$ cat src/rtl/anl_pkg.sv
package anl_pkg;

    // Strobe phase of the adjust oscillator
    typedef enum logic {
        PH_LOW  = 1'b0,
        PH_HIGH = 1'b1
    } phase_e;

    // Step direction latched from the error sign
    typedef enum logic {
        DIR_DN = 1'b0,
        DIR_UP = 1'b1
    } dir_e;

endpackage

$ cat src/rtl/anl_sync.sv
module anl_sync #(
    parameter int unsigned STAGES = 2
) (
    input  logic clk_i,
    input  logic rst_ni,
    input  logic d_i,
    output logic q_o
);

    logic [STAGES-1:0] chain_d, chain_q;

    always_comb begin
        chain_d[0] = d_i;
        for (int i = 1; i < STAGES; i++) begin
            chain_d[i] = chain_q[i-1];
        end
    end

    always_ff @(posedge clk_i) begin
        if (!rst_ni) chain_q <= '0;
        else         chain_q <= chain_d;
    end

    assign q_o = chain_q[STAGES-1];

endmodule

$ cat src/rtl/anl_osc.sv
module anl_osc
    import anl_pkg::*;
#(
    parameter int unsigned HALF_CYC = 50000
) (
    input  logic clk_i,
    input  logic rst_ni,
    input  logic en_i,
    output logic strobe_o
);

    localparam int unsigned CW = $clog2(HALF_CYC + 1);
    localparam logic [CW-1:0] LAST = CW'(HALF_CYC - 1);

    typedef struct packed {
        phase_e        ph;
        logic [CW-1:0] cnt;
    } osc_t;

    osc_t st_d, st_q;

    always_comb begin
        st_d = st_q;
        unique case (st_q.ph)
            PH_HIGH: begin
                // a high phase always runs to its end
                if (st_q.cnt == LAST) begin
                    st_d.ph  = PH_LOW;
                    st_d.cnt = '0;
                end else begin
                    st_d.cnt = st_q.cnt + 1'b1;
                end
            end
            default: begin
                if (!en_i) begin
                    st_d.cnt = '0;
                end else if (st_q.cnt == LAST) begin
                    st_d.ph  = PH_HIGH;
                    st_d.cnt = '0;
                end else begin
                    st_d.cnt = st_q.cnt + 1'b1;
                end
            end
        endcase
    end

    always_ff @(posedge clk_i) begin
        if (!rst_ni) st_q <= '{ph: PH_LOW, cnt: '0};
        else         st_q <= st_d;
    end

    assign strobe_o = (st_q.ph == PH_HIGH);

endmodule

$ cat src/rtl/anl_step.sv
module anl_step
    import anl_pkg::*;
#(
    parameter int unsigned NUM_POS  = 100,
    parameter int unsigned INIT_IDX = 50
) (
    input  logic                       clk_i,
    input  logic                       rst_ni,
    input  logic                       strobe_i,
    input  logic                       sign_i,
    output logic                       step_o,
    output logic [$clog2(NUM_POS)-1:0] idx_o
);

    localparam int unsigned IW = $clog2(NUM_POS);
    localparam logic [IW-1:0] IDX_MAX  = IW'(NUM_POS - 1);
    localparam logic [IW-1:0] IDX_INIT = IW'(INIT_IDX);

    typedef struct packed {
        logic [IW-1:0] idx;
        dir_e          dir;
        logic          strobe_prev;
    } step_t;

    step_t st_d, st_q;
    logic  fall;

    always_comb begin
        st_d             = st_q;
        st_d.strobe_prev = strobe_i;
        fall             = st_q.strobe_prev && !strobe_i;
        // direction follows the sign only while the strobe is high
        if (strobe_i) begin
            st_d.dir = sign_i ? DIR_UP : DIR_DN;
        end
        if (fall) begin
            if (st_q.dir == DIR_UP) begin
                if (st_q.idx != IDX_MAX) st_d.idx = st_q.idx + 1'b1;
            end else begin
                if (st_q.idx != '0)      st_d.idx = st_q.idx - 1'b1;
            end
        end
    end

    always_ff @(posedge clk_i) begin
        if (!rst_ni) st_q <= '{idx: IDX_INIT, dir: DIR_DN, strobe_prev: 1'b0};
        else         st_q <= st_d;
    end

    assign step_o = fall;
    assign idx_o  = st_q.idx;

endmodule

$ cat src/rtl/anl_autonull.sv
module anl_autonull #(
    parameter int unsigned NUM_POS        = 100,
    parameter int unsigned INIT_IDX       = 50,
    parameter int unsigned HALF_CYC       = 50000,
    parameter int unsigned SYNC_STAGES    = 2,
    parameter bit          POWERUP_EN     = 1'b1,
    parameter int unsigned POWERUP_CYCLES = 100,
    parameter bit          EXT_STROBE     = 1'b0
) (
    input  logic                       clk_i,
    input  logic                       rst_ni,
    input  logic                       null_req_i,
    input  logic                       err_sign_i,
    output logic                       adj_strobe_o,
    output logic [$clog2(NUM_POS)-1:0] trim_idx_o
);

    localparam int unsigned PCW = $clog2(POWERUP_CYCLES + 1);
    localparam logic [PCW-1:0] PW_LAST = PCW'(POWERUP_CYCLES - 1);

    typedef struct packed {
        logic           active;
        logic [PCW-1:0] cnt;
    } pwr_t;

    logic req_s, sign_s, osc_en, osc_strobe, strobe, step;
    pwr_t pwr_d, pwr_q;

    anl_sync #(.STAGES(SYNC_STAGES)) u_req_sync (
        .clk_i (clk_i), .rst_ni(rst_ni), .d_i(null_req_i), .q_o(req_s)
    );

    anl_sync #(.STAGES(SYNC_STAGES)) u_sign_sync (
        .clk_i (clk_i), .rst_ni(rst_ni), .d_i(err_sign_i), .q_o(sign_s)
    );

    // Power-up sequence: counts completed cycles, then hands back to the request
    always_comb begin
        pwr_d = pwr_q;
        if (pwr_q.active && step) begin
            if (pwr_q.cnt == PW_LAST) begin
                pwr_d.active = 1'b0;
                pwr_d.cnt    = '0;
            end else begin
                pwr_d.cnt = pwr_q.cnt + 1'b1;
            end
        end
    end

    always_ff @(posedge clk_i) begin
        if (!rst_ni) pwr_q <= '{active: POWERUP_EN, cnt: '0};
        else         pwr_q <= pwr_d;
    end

    generate
        if (EXT_STROBE) begin : g_ext
            assign osc_en = pwr_q.active;
            assign strobe = pwr_q.active ? osc_strobe : req_s;
        end else begin : g_int
            assign osc_en = pwr_q.active || req_s;
            assign strobe = osc_strobe;
        end
    endgenerate

    anl_osc #(.HALF_CYC(HALF_CYC)) u_osc (
        .clk_i   (clk_i),
        .rst_ni  (rst_ni),
        .en_i    (osc_en),
        .strobe_o(osc_strobe)
    );

    anl_step #(.NUM_POS(NUM_POS), .INIT_IDX(INIT_IDX)) u_step (
        .clk_i   (clk_i),
        .rst_ni  (rst_ni),
        .strobe_i(strobe),
        .sign_i  (sign_s),
        .step_o  (step),
        .idx_o   (trim_idx_o)
    );

    assign adj_strobe_o = strobe;

endmodule

$ cat config.mk
export PLATFORM = sky130hd
export DESIGN_NAME = anl_autonull
export DESIGN_NICKNAME = d
export VERILOG_FILES = /design/src/rtl/anl_pkg.sv /design/src/rtl/anl_sync.sv /design/src/rtl/anl_osc.sv /design/src/rtl/anl_step.sv /design/src/rtl/anl_autonull.sv
export SDC_FILE = /design/constraint.sdc
export NUM_CORES = 1
export LEC_CHECK = 0
export CORE_MARGIN = 1
export CORE_UTILIZATION = 61
export CTS_CLUSTER_SIZE = 40
export DETAILED_ROUTE_END_ITERATION = 10
export DONT_BUFFER_PORTS = 1
export HOLD_SLACK_MARGIN = 0.15
export PLACE_DENSITY = 0.77
export RECOVER_POWER = 50
export SLEW_MARGIN = 30
export SYNTH_ARGS = -nofsm -noshare
export SYNTH_HDL_FRONTEND = slang
export SYNTH_SLANG_ARGS = --single-unit
$ cat constraint.sdc
create_clock -name clk_i -period 2.5 [get_ports clk_i]
set_input_delay 0.125 -clock clk_i [delete_from_list [all_inputs] [get_ports clk_i]]
set_output_delay 0.125 -clock clk_i [all_outputs]
set_load 0.02 [all_outputs]
---- Word level (Yosys, flattened, before mapping) ----
Index checks and enable logic that the tools add are counted.
storage, ports and cells
  logic and storage cells ................. 36
  register bits ........................... 38
  output and inout bits ................... 8
cells by class
  add/subtract/negate cells ............... 4
  mux-type cells .......................... 11
  reduce and logical (&&, ||, !) cells .... 8
  equal/unequal tests ..................... 4
operators by type and width
  cell                                                                 number
  16-bit 2-to-1 mux                                                    2
  7-bit 2-to-1 mux                                                     4
  17-bit 2-to-1 mux                                                    1
  16-bit by 1-bit adder with 16-bit output (second input constant)     1
  16-bit == test (second input constant)                               1
  7-bit by 1-bit adder with 7-bit output (second input constant)       2
  7-bit == test (second input constant)                                1
  7-bit inequality test (second input constant)                        1
  7-bit nonzero test                                                   1
  7-bit by 1-bit subtractor with 7-bit output (second input constant)  1
  1-bit 2-to-1 mux                                                     4
  3-bit AND reduction                                                  1
  1-bit logical AND                                                    2
  2-bit inequality test (second input constant)                        1
  2-bit AND reduction                                                  1
  2-bit nonzero test                                                   1
  1-bit zero test                                                      1
  1-bit logical OR                                                     1

---- Logic depth before layout (Yosys ltp) ----
Gate-level depths: netlist (run 1).
  word-level depth ........................ 4
  mapped depth ............................ 7
  gate-level depth less buffers ........... 7

---- Cells and area by module ----
A second synthesis (run 1) with hierarchy kept.
unflattened totals
  cells, all modules ...................... 203
  area total of the unflattened synthesis .. 1,913.1 um^2
modules (own cells, without submodules)
  module        cells an instance  instances  area an instance (um^2)
  anl_osc       82                 1          783.3
  anl_step      69                 1          654.4
  anl_autonull  44                 1          370.4
  anl_sync      4                  2          52.6

---- Least setup slack after synthesis (run 1) ----
OpenSTA, ideal clock, no wires.
  kind .................................... reg2reg
  start ................................... reg u_step.st_q[1] in the netlist's numbering
  end ..................................... reg u_step.st_q, in the netlist u_step.idx_o[5]
  required time ........................... 2.380 ns
  arrival time ............................ 1.686 ns
  cell stages (with the launch flop) ...... 8
  setup time .............................. 0.120 ns
  slack ................................... 0.695 ns
  path through ............................ dfxtp_1 inv_1 ha_1 a211oi_1 o21bai_1 a21oi_1 xnor2_1 a211o_1
between the ends
  longest elaborated chain between the ends .. 2
ends and longest elaborated chain
  item                                                                                 line            text
  from (decl)                                                                          anl_step.sv:25  step_t st_d, st_q;
  from (signal assigned)                                                               anl_step.sv:46  if (!rst_ni) st_q <= '{idx: IDX_INIT, dir: DIR_DN, strobe_prev: 1'b0};
  from (signal assigned)                                                               anl_step.sv:47  else st_q <= st_d;
  2-bit inequality test (no source line) / 2-bit nonzero test (equally long branches)  n/a
  3-bit AND reduction (no source line)                                                 n/a
Parallel ways exist; a longest one is shown, timed or not.
A chain may end at the register's enable or synchronous reset.

---- Worst setup path after layout (run 1) ----
  start ................................... reg u_step.st_q, in the netlist u_step.idx_o[0]
  end ..................................... reg u_step.st_q, in the netlist u_step.idx_o[4]
between the ends
  longest elaborated chain between the ends .. 3
ends and longest elaborated chain
  item                                                                       line            text
  7-bit by 1-bit subtractor with 7-bit output, or another cell as far along  anl_step.sv:40  if (st_q.idx != '0) st_d.idx = st_q.idx - 1'b1;
  7-bit 2-to-1 mux, or another cell as far along                             anl_step.sv:40
  7-bit 2-to-1 mux / 3-bit AND reduction (equally long branches)             n/a
Parallel ways exist; a longest one is shown, timed or not. The select of a mux whose other input is x is not followed.

==> results.toml, run 1 <==
[outcome]
status = "completed"

[drt]
ant_nets = 0
dr_total_vias = 1297
vias_per_cell = 5.689
drtIter0Drc = 47
post_drt_wl_per_cell_um = 13.68
first_pass_iters = 4
drc = 0
totalWireLength_um = 3118

[synthesis]
synth_seq_cells = 38
synth_compound_area_share_pct = 7.415
yosys_warnings = 0
synthTopCellsByArea = "dfxtp_1 (43%), xnor2_1 (9.4%), nor2_1 (7.0%)"
synth_cells = 195
synth_top_area_share_pct = 42.94
synth_commonest_cells = "dfxtp_1 (38), nor2_1 (33), xnor2_1 (19)"
synth-main-ff-cell = "dfxtp_1"
post_synth.cell_area_avg_um2 = 9.086
synth_top_family_by_area = "simple AND/OR/NAND/NOR gates"
synth_xor_xnor_area_share_pct = 11.86
synth.most_common_cell = "dfxtp_1"
synth.net_count = 207
synth_area_leader_cell = "dfxtp_1"
synth_seq_area_share_pct = 42.94
synth.mux.area_fraction_pct = 3.390
synth_fa_ha_area_share_pct = 6.073
synthSimpleGateAreaFrac_pct = 23.23
synth_edf_count = 0
synth_area_um2 = 1772
synthArstFlopShare_pct = 0
yosysUniqueCellTypes = 36

[floorplanning]
coreArea_um2 = 2758
dieHeight_um = 55.89
die_area_um2 = 3124
num_rows = 19
die_w_um = 55.89
initial_core_util_pct = 64.25
ioPinCount = 12

[clocking]
cts_tree = "done"
cts_sinks = 38
clock_latency_ns = 0.34
htreeDepth = 2
root_buffer = "clkbuf_4"
cts-buffers-inserted = 5
path_clk_slew_ns = 0.11
cts.path.max_buffers = 2

[power_and_ir_drop]
max-vdd-ir-drop_mv = 0.4888
powerDensity_nw_per_um2 = 528.2
p_leak_nw = 0.6542

[final_layout]
antennaDiodeCount = 0
nets = 208
filler_cell_count = 235
syn_to_final_growth_pct = 4.096
layout-drive-gt1-share_pct = 4.569

[sta]
worst_pin_slew_ns = 0.5281
tns_ns = 0
maxSlewHeadroom_pct = 64.79
fmax_ghz = 0.4982
drv_slew = 0
setup_viol = 0
rsz0062_at_grt = "no"
layout_min_cycle_time_ns = 2.007
finalHoldViolCount = 0
fin_ws_ns = 0.4927
skew_ns = 0.01111
period_share_pct = 80.29

[flow_run]
maxCapViolations = 0

[placed_design]
place.port_buffers = 0
dp_hpwl_um = 2237
pre_cts_slack_ns = 0.5199
place.gp.congestion = 0.8317

[min_path]
hp-class = "in -> reg"

[global_route]
grt_max_degree = 16
antenna_found_initial = 0
grt_pass1_vias = 1272
grt_pass1_wl_um = 5616
grt-ovfl-total = 0
grt_use_total_pct = 22.68

[setup_path]
crit_arrival_ns = 2.24
worstPathRequired_ns = 2.73
slowest_stage = "or4_1"
critPathLaunchType = "flop"
ff2ff_setup_slack_ns = 0.49
cp_max_fo = 9
cp_cell_sequence = "or4_1 -> mux2i_1 -> a21oi_2 -> nor3b_1 -> a211o_1"
critPathCaptureType = "flop"
cp_num_buf_inv = 0
critPathKind = "reg -> reg"
cp_slowest_stage_delay_ns = 0.58
critPathTopFamily = "simple AND/OR/NAND/NOR gates"
cell type report:
cell class | instances | area (um2) | area share, %
Clock inverter | 2 | 12.51 | 0.6784
Timing Repair Buffer | 3 | 30.03 | 1.628
Inverter | 8 | 30.03 | 1.628
Sequential cell | 38 | 760.7 | 41.25
Tap cell | 31 | 38.79 | 2.103
Clock buffer | 6 | 51.30 | 2.782
Multi-Input combinational cell | 140 | 920.9 | 49.93
logic make-up (layout without fill, tap and decap cells):
logic type / Yosys count / count (layout)
buffers and inverters: 17 / 19
AND/OR/NAND/NOR: 84 / 84
adder cells (fa/ha/maj): 8 / 8
XOR/XNOR: 24 / 24
flip-flops: 38 / 38
AO/OA/AOI/OAI: 18 / 18
multiplexers: 6 / 6
per-layer routing:
layer,vias to the layer above,wire length (um),GRT usage [%]
met5,-,0,0
met2,21,1547,37.69
met1,602,1402,28.06
met4,0,68,9.756
li1,665,-,-
met3,9,100,5.581
cell usage in the layout (no fill, tap or decap):
cell type and count:
dfxtp_1 38, nor2_1 33, xnor2_1 19, nand3_1 10
nand2_1 9, inv_1 8, nor3_1 8, ha_1 7
mux2i_1 6, xor2_1 5, clkbuf_4 5, a211oi_1 4
nor4_1 3, nand2b_1 3, and2_0 3, a211o_1 3
dlygate4sd3_1 3, and3_1 2, nand4_1 2, and2_1 2
nor2b_1 2, o21ai_0 2, a21oi_1 2, a21o_1 2
and4b_1 1, nor4b_1 1, nand3b_1 1, o31ai_1 1
nor4bb_1 1, or3_1 1, or4_1 1, a21oi_2 1
a221oi_1 1, o21bai_1 1, nor3b_1 1, o211ai_1 1
fa_1 1, clkinv_2 1, clkinvlp_4 1, clkbuf_8 1
registers in the layout (all words and copies together) (netlist names):
register             cells
u_osc.st_q              16
pwr_q                    8
u_step.idx_o             7
u_req_sync.chain_q       2
u_sign_sync.chain_q      2
u_step.st_q              2
u_osc.strobe_o           1
per-stage QoR:
| stage | utilization, % | power (mW) | instances | hold slack [ns] | instance area, um2 |
|---|---|---|---|---|---|
| finish | 66.88 | 0.9741 | 228 | 0.4421 | 1844 |
| global route | 66.88 | 1.006 | 228 | 0.4366 | 1844 |
| CTS | 66.88 | 0.9844 | 228 | 0.4284 | 1844 |
| detailed placement | 63.48 | 0.6476 | 217 | 0.1933 | 1750 |
| global placement | 63.48 | 0.6467 | 217 | 0.1898 | 1750 |
| floorplan | - | 0.6451 | 195 | 0.2523 | 1772 |
final timing paths:
path | start | to | cells after the start
worst max-delay path | u_step.idx_o[0] | u_step.idx_o[4] | 5
worst min-delay path | null_req_i | u_req_sync.chain_q[0] | 2
worst max register to register | u_step.idx_o[0] | u_step.idx_o[4] | 5
worst min register to register | u_osc.st_q[0] | u_osc.st_q[0] | 1
power by group:
part,internal [mW],switching [mW]
Combinational,0.00936,0.0142
Sequential,0.612,0.00375
Clock,0.135,0.199
what timing repair did:
action	CTS	global route
gates resized for setup	0	0
buffers inserted	0	0
endpoints found under the hold margin	23	0
hold buffers	3	0
Power figures use the tool's default switching activity.
==> run 2: changes to the inputs <==
==> constraint.sdc (replaced) <==
create_clock -name clk_i -period 2.1 [get_ports clk_i]
set_input_delay 0.105 -clock clk_i [delete_from_list [all_inputs] [get_ports clk_i]]
set_output_delay 0.105 -clock clk_i [all_outputs]
set_load 0.02 [all_outputs]
==> results.toml, run 2 (synthesized netlist as in run 1, its figures left out) <==
[drt]
drc = 0
first_pass_iters = 4
vias_per_cell = 5.545
ant_nets = 0
totalWireLength_um = 3057
post_drt_wl_per_cell_um = 13.12
dr_total_vias = 1292
drtIter0Drc = 48

[clocking]
cts.path.max_buffers = 2
cts_tree = "done"
root_buffer = "clkbuf_4"
path_clk_slew_ns = 0.10
htreeDepth = 2
clock_latency_ns = 0.33
cts-buffers-inserted = 5
cts_sinks = 38

[floorplanning]
num_rows = 19
coreArea_um2 = 2758
initial_core_util_pct = 64.25
dieHeight_um = 55.89
die_w_um = 55.89
die_area_um2 = 3124
ioPinCount = 12

[sta]
tns_ns = 0
rsz0062_at_grt = "no"
worst_pin_slew_ns = 0.4481
setup_viol = 0
fmax_ghz = 0.5249
layout_min_cycle_time_ns = 1.905
period_share_pct = 90.73
maxSlewHeadroom_pct = 70.09
skew_ns = 0.005613
finalHoldViolCount = 0
drv_slew = 0

[placed_design]
dp_hpwl_um = 2307
place.gp.congestion = 0.8422
post-place-cells = 224
place.port_buffers = 0

[setup_path]
critPathKind = "reg -> reg"
worstPathRequired_ns = 2.33
rr_worst_depth = 7
crit_arrival_ns = 2.14
cp_max_fo = 4
cp_slowest_stage_delay_ns = 0.37
critPathLaunchType = "flop"
cp_cell_sequence = "inv_1 -> ha_1 -> a211oi_1 -> o21bai_1 -> a21oi_1 -> xnor2_1 -> a211o_1"
slowest_stage = "dfxtp_1"
critPathCaptureType = "flop"

[power_and_ir_drop]
max-vdd-ir-drop_mv = 0.5866
p_leak_nw = 0.6658
powerDensity_nw_per_um2 = 603.6

[final_layout]
largest_register = "u_osc.st_q"
largest_reg_flops = 16
final_common_cell = "dfxtp_1"
final_cell_mix = "dfxtp_1 (38), nor2_1 (33), xnor2_1 (19)"
filler_cell_count = 238
nets = 215
final_cells = 233
antennaDiodeCount = 0
syn_to_final_growth_pct = 5.297
final_util_pct = 67.65
layout-drive-gt1-share_pct = 4.455

[global_route]
grt_use_total_pct = 22.56
grt_pass1_wl_um = 5478
grt_pass1_vias = 1314
antenna_found_initial = 0
grt-ovfl-total = 0
grt_max_degree = 16

[min_path]
hp-class = "in -> reg"
hold_depth = 2

[outcome]
status = "completed"

[flow_run]
maxCapViolations = 0
[run 2: cell types whose count changed in the layout (fill, tap and decap cells not counted), sizes merged]
cell and change:
clkinvlp -1, clkinv -1, buf +2, clkbuf +5
[run 2: what timing repair did]
item                                   in CTS  in global routing
resized for setup                           0                  0
buffers inserted                            0                  0
hold buffers                                3                  0
endpoints found under the hold margin      23                  0
[run 2: cell type report]
class / count / area [um2] / area share, %
inverters: 8 / 30.03 / 1.610
repair buffers: 10 / 63.81 / 3.421
well taps: 31 / 38.79 / 2.079
flip-flops and latches: 38 / 760.7 / 40.78
multi-input cells: 140 / 920.9 / 49.36
clock buffers: 6 / 51.30 / 2.750
[run 2: routing by layer]
metal,up-vias,track usage [%],wire length [um]
met5,-,0,0
met4,0,12.54,45
met3,4,6.047,96
met2,19,39.59,1578
met1,598,24.55,1336
li1,671,-,-
[run 2: report_power, final]
group	switching (mW)	internal, mW	total, mW
sequential	0.00446	0.729	0.733
combinational	0.0176	0.0125	0.0300
clock	0.212	0.151	0.363
total	0.234	0.892	1.13
[run 2: path summary, 6_finish.rpt]
check	to	slack, ns	start
hold / removal	u_sign_sync.chain_q[0]	0.44	err_sign_i
setup reg to reg	u_step.idx_o[5]	0.19	u_step.st_q[1]
setup / recovery	u_step.idx_o[5]	0.19	u_step.st_q[1]
hold reg to reg	u_req_sync.chain_q[1]	0.45	u_req_sync.chain_q[0]
[run 2: stage by stage]
| stage | cell area (um2) | setup slack (ns) | power (mW) | hold WS, ns |
|---|---|---|---|---|
| 5_1_grt | 1866 | 0.07252 | 1.174 | 0.4324 |
| 3_3_place_gp | 1803 | 0.3074 | 0.7714 | 0.1696 |
| 3_5_place_dp | 1803 | 0.2224 | 0.7729 | 0.1727 |
| 4_1_cts | 1884 | 0.2052 | 1.141 | 0.4117 |
| 6_report | 1866 | 0.1948 | 1.126 | 0.4424 |
| 2_1_floorplan | 1772 | 0.2947 | 0.7680 | 0.2323 |
[run 2: critical path: cells and delay by family, from the launching register on]
kind	cells	cell delay (ns)
flip-flops	1	0.37
buffers and inverters	1	0.10
adder cells (fa/ha/maj)	1	0.31
AO/OA/AOI/OAI	4	0.94
XOR/XNOR	1	0.10
==> run 3: changes to the inputs <==
--- a/config.mk
+++ b/config.mk
@@ -5,6 +5,7 @@
 export SDC_FILE = /design/constraint.sdc
 export NUM_CORES = 1
 export LEC_CHECK = 0
+export CORE_ASPECT_RATIO = 2
 export CORE_MARGIN = 1
 export CORE_UTILIZATION = 61
 export CTS_CLUSTER_SIZE = 40
==> results.toml, run 3 (synthesized netlist as in run 1, its figures left out) <==
[global_route]
grt_use_total_pct = 25.46
grt_pass1_vias = 1383
grt-ovfl-total = 0
antenna_found_initial = 0
grt_pass1_wl_um = 5492
grt_max_degree = 16

[sta]
period_share_pct = 94.94
finalHoldViolCount = 0
fmax_ghz = 0.5016
setup_viol = 0
tns_ns = 0
maxSlewHeadroom_pct = 62.61
layout_min_cycle_time_ns = 1.994
fin_hold_ws_ns = 0.4437
skew_ns = 0.008175
drv_slew = 0
worst_pin_slew_ns = 0.5608
rsz0062_at_grt = "no"

[flow_run]
maxCapViolations = 0

[clocking]
htreeDepth = 2
path_clk_slew_ns = 0.07
cts_sinks = 38
clock_latency_ns = 0.29
cts-buffers-inserted = 5
cts_tree = "done"
root_buffer = "clkbuf_8"
cts.path.max_buffers = 2

[power_and_ir_drop]
powerDensity_nw_per_um2 = 695.0
total_power_mw = 1.356
max-vdd-ir-drop_mv = 0.6645
p_leak_nw = 0.7034

[min_path]
hp-class = "reg -> reg"
hold_depth = 1

[drt]
totalWireLength_um = 3605
drtIter0Drc = 12
drc = 0
first_pass_iters = 4
ant_nets = 0
dr_total_vias = 1341
post_drt_wl_per_cell_um = 15.34
vias_per_cell = 5.706

[outcome]
status = "completed"

[floorplanning]
coreArea_um2 = 2770
num_rows = 27
ioPinCount = 12
initial_core_util_pct = 63.96
die_w_um = 40.11
die_area_um2 = 3137
dieHeight_um = 78.22

[setup_path]
crit_arrival_ns = 2.17
critPathKind = "reg -> reg"
cp_max_fo = 8
critPathLaunchType = "flop"
critPathCaptureType = "flop"
worstPathRequired_ns = 2.27
rr_worst_depth = 8

[final_layout]
largest_reg_flops = 16
final_cell_mix = "dfxtp_1 (37), nor2_1 (33), xnor2_1 (19)"
layout-drive-gt1-share_pct = 8.252
largest_register = "u_osc.st_q"
final_util_pct = 70.42
final_common_cell = "dfxtp_1"
nets = 217
syn_to_final_growth_pct = 10.10
antennaDiodeCount = 0

[placed_design]
place.gp.congestion = 0.7145
dp_hpwl_um = 2660
place.port_buffers = 0
run 3: per-layer routing:
layer / share of wire [%] / wire length, um / global-route usage, %
met1: 38 / 1353 / 19.93
met2: 56 / 2023 / 47.74
met4: 3.8 / 138 / 15.17
met5: 0 / 0 / 0
met3: 2.5 / 90 / 6.497
run 3: critical path: stages, from the launching register on:
cell and delay (ns):
dfxtp_2 0.37, clkinvlp_4 0.18, buf_4 0.19, ha_1 0.33, o21ai_0 0.11, nor2_1 0.19, mux2i_1 0.23, nand3_1 0.13
mux2i_1 0.16
run 3: final cells by class:
class	instances	area, um2
multi-input combinational	140	930.9
fill	218	819.5
sequential	38	762.0
timing repair buffer	12	78.83
clock buffer	5	68.82
clock inverter	3	40.04
tap	29	36.28
inverter	8	33.78
run 3: where the power goes:
group / leakage, nW / switching, mW / internal, mW / total, mW
clock: 0.0579 / 0.245 / 0.349 / 0.594
combinational: 0.337 / 0.0175 / 0.0113 / 0.0288
sequential: 0.308 / 0.00444 / 0.729 / 0.733
total: 0.703 / 0.266 / 1.09 / 1.36
run 3: per-stage QoR:
stage | instance area, um2 | worst slack [ns] | cells
after floorplan | 1772 | 0.2947 | 195
after global placement | 1785 | 0.1909 | 220
after detailed placement | 1785 | 0.1259 | 220
after CTS | 1924 | 0.09918 | 231
after global routing | 1951 | 0.03324 | 235
final | 1951 | 0.1063 | 235
run 3: what timing repair did:
item,4_1_cts,5_1_grt
setup endpoints to repair,0,2
buffers inserted,0,4
hold endpoints to repair,22,0
gates resized for setup,0,4
hold buffers,3,0
run 3: path summary, 6_finish.rpt:
path | startpoint | to | slack (ns)
max | u_step.st_q[1] | u_step.idx_o[6] | 0.11
min reg2reg | u_osc.st_q[0] | u_osc.st_q[0] | 0.44
max reg2reg | u_step.st_q[1] | u_step.idx_o[6] | 0.11
min | u_osc.st_q[0] | u_osc.st_q[0] | 0.44
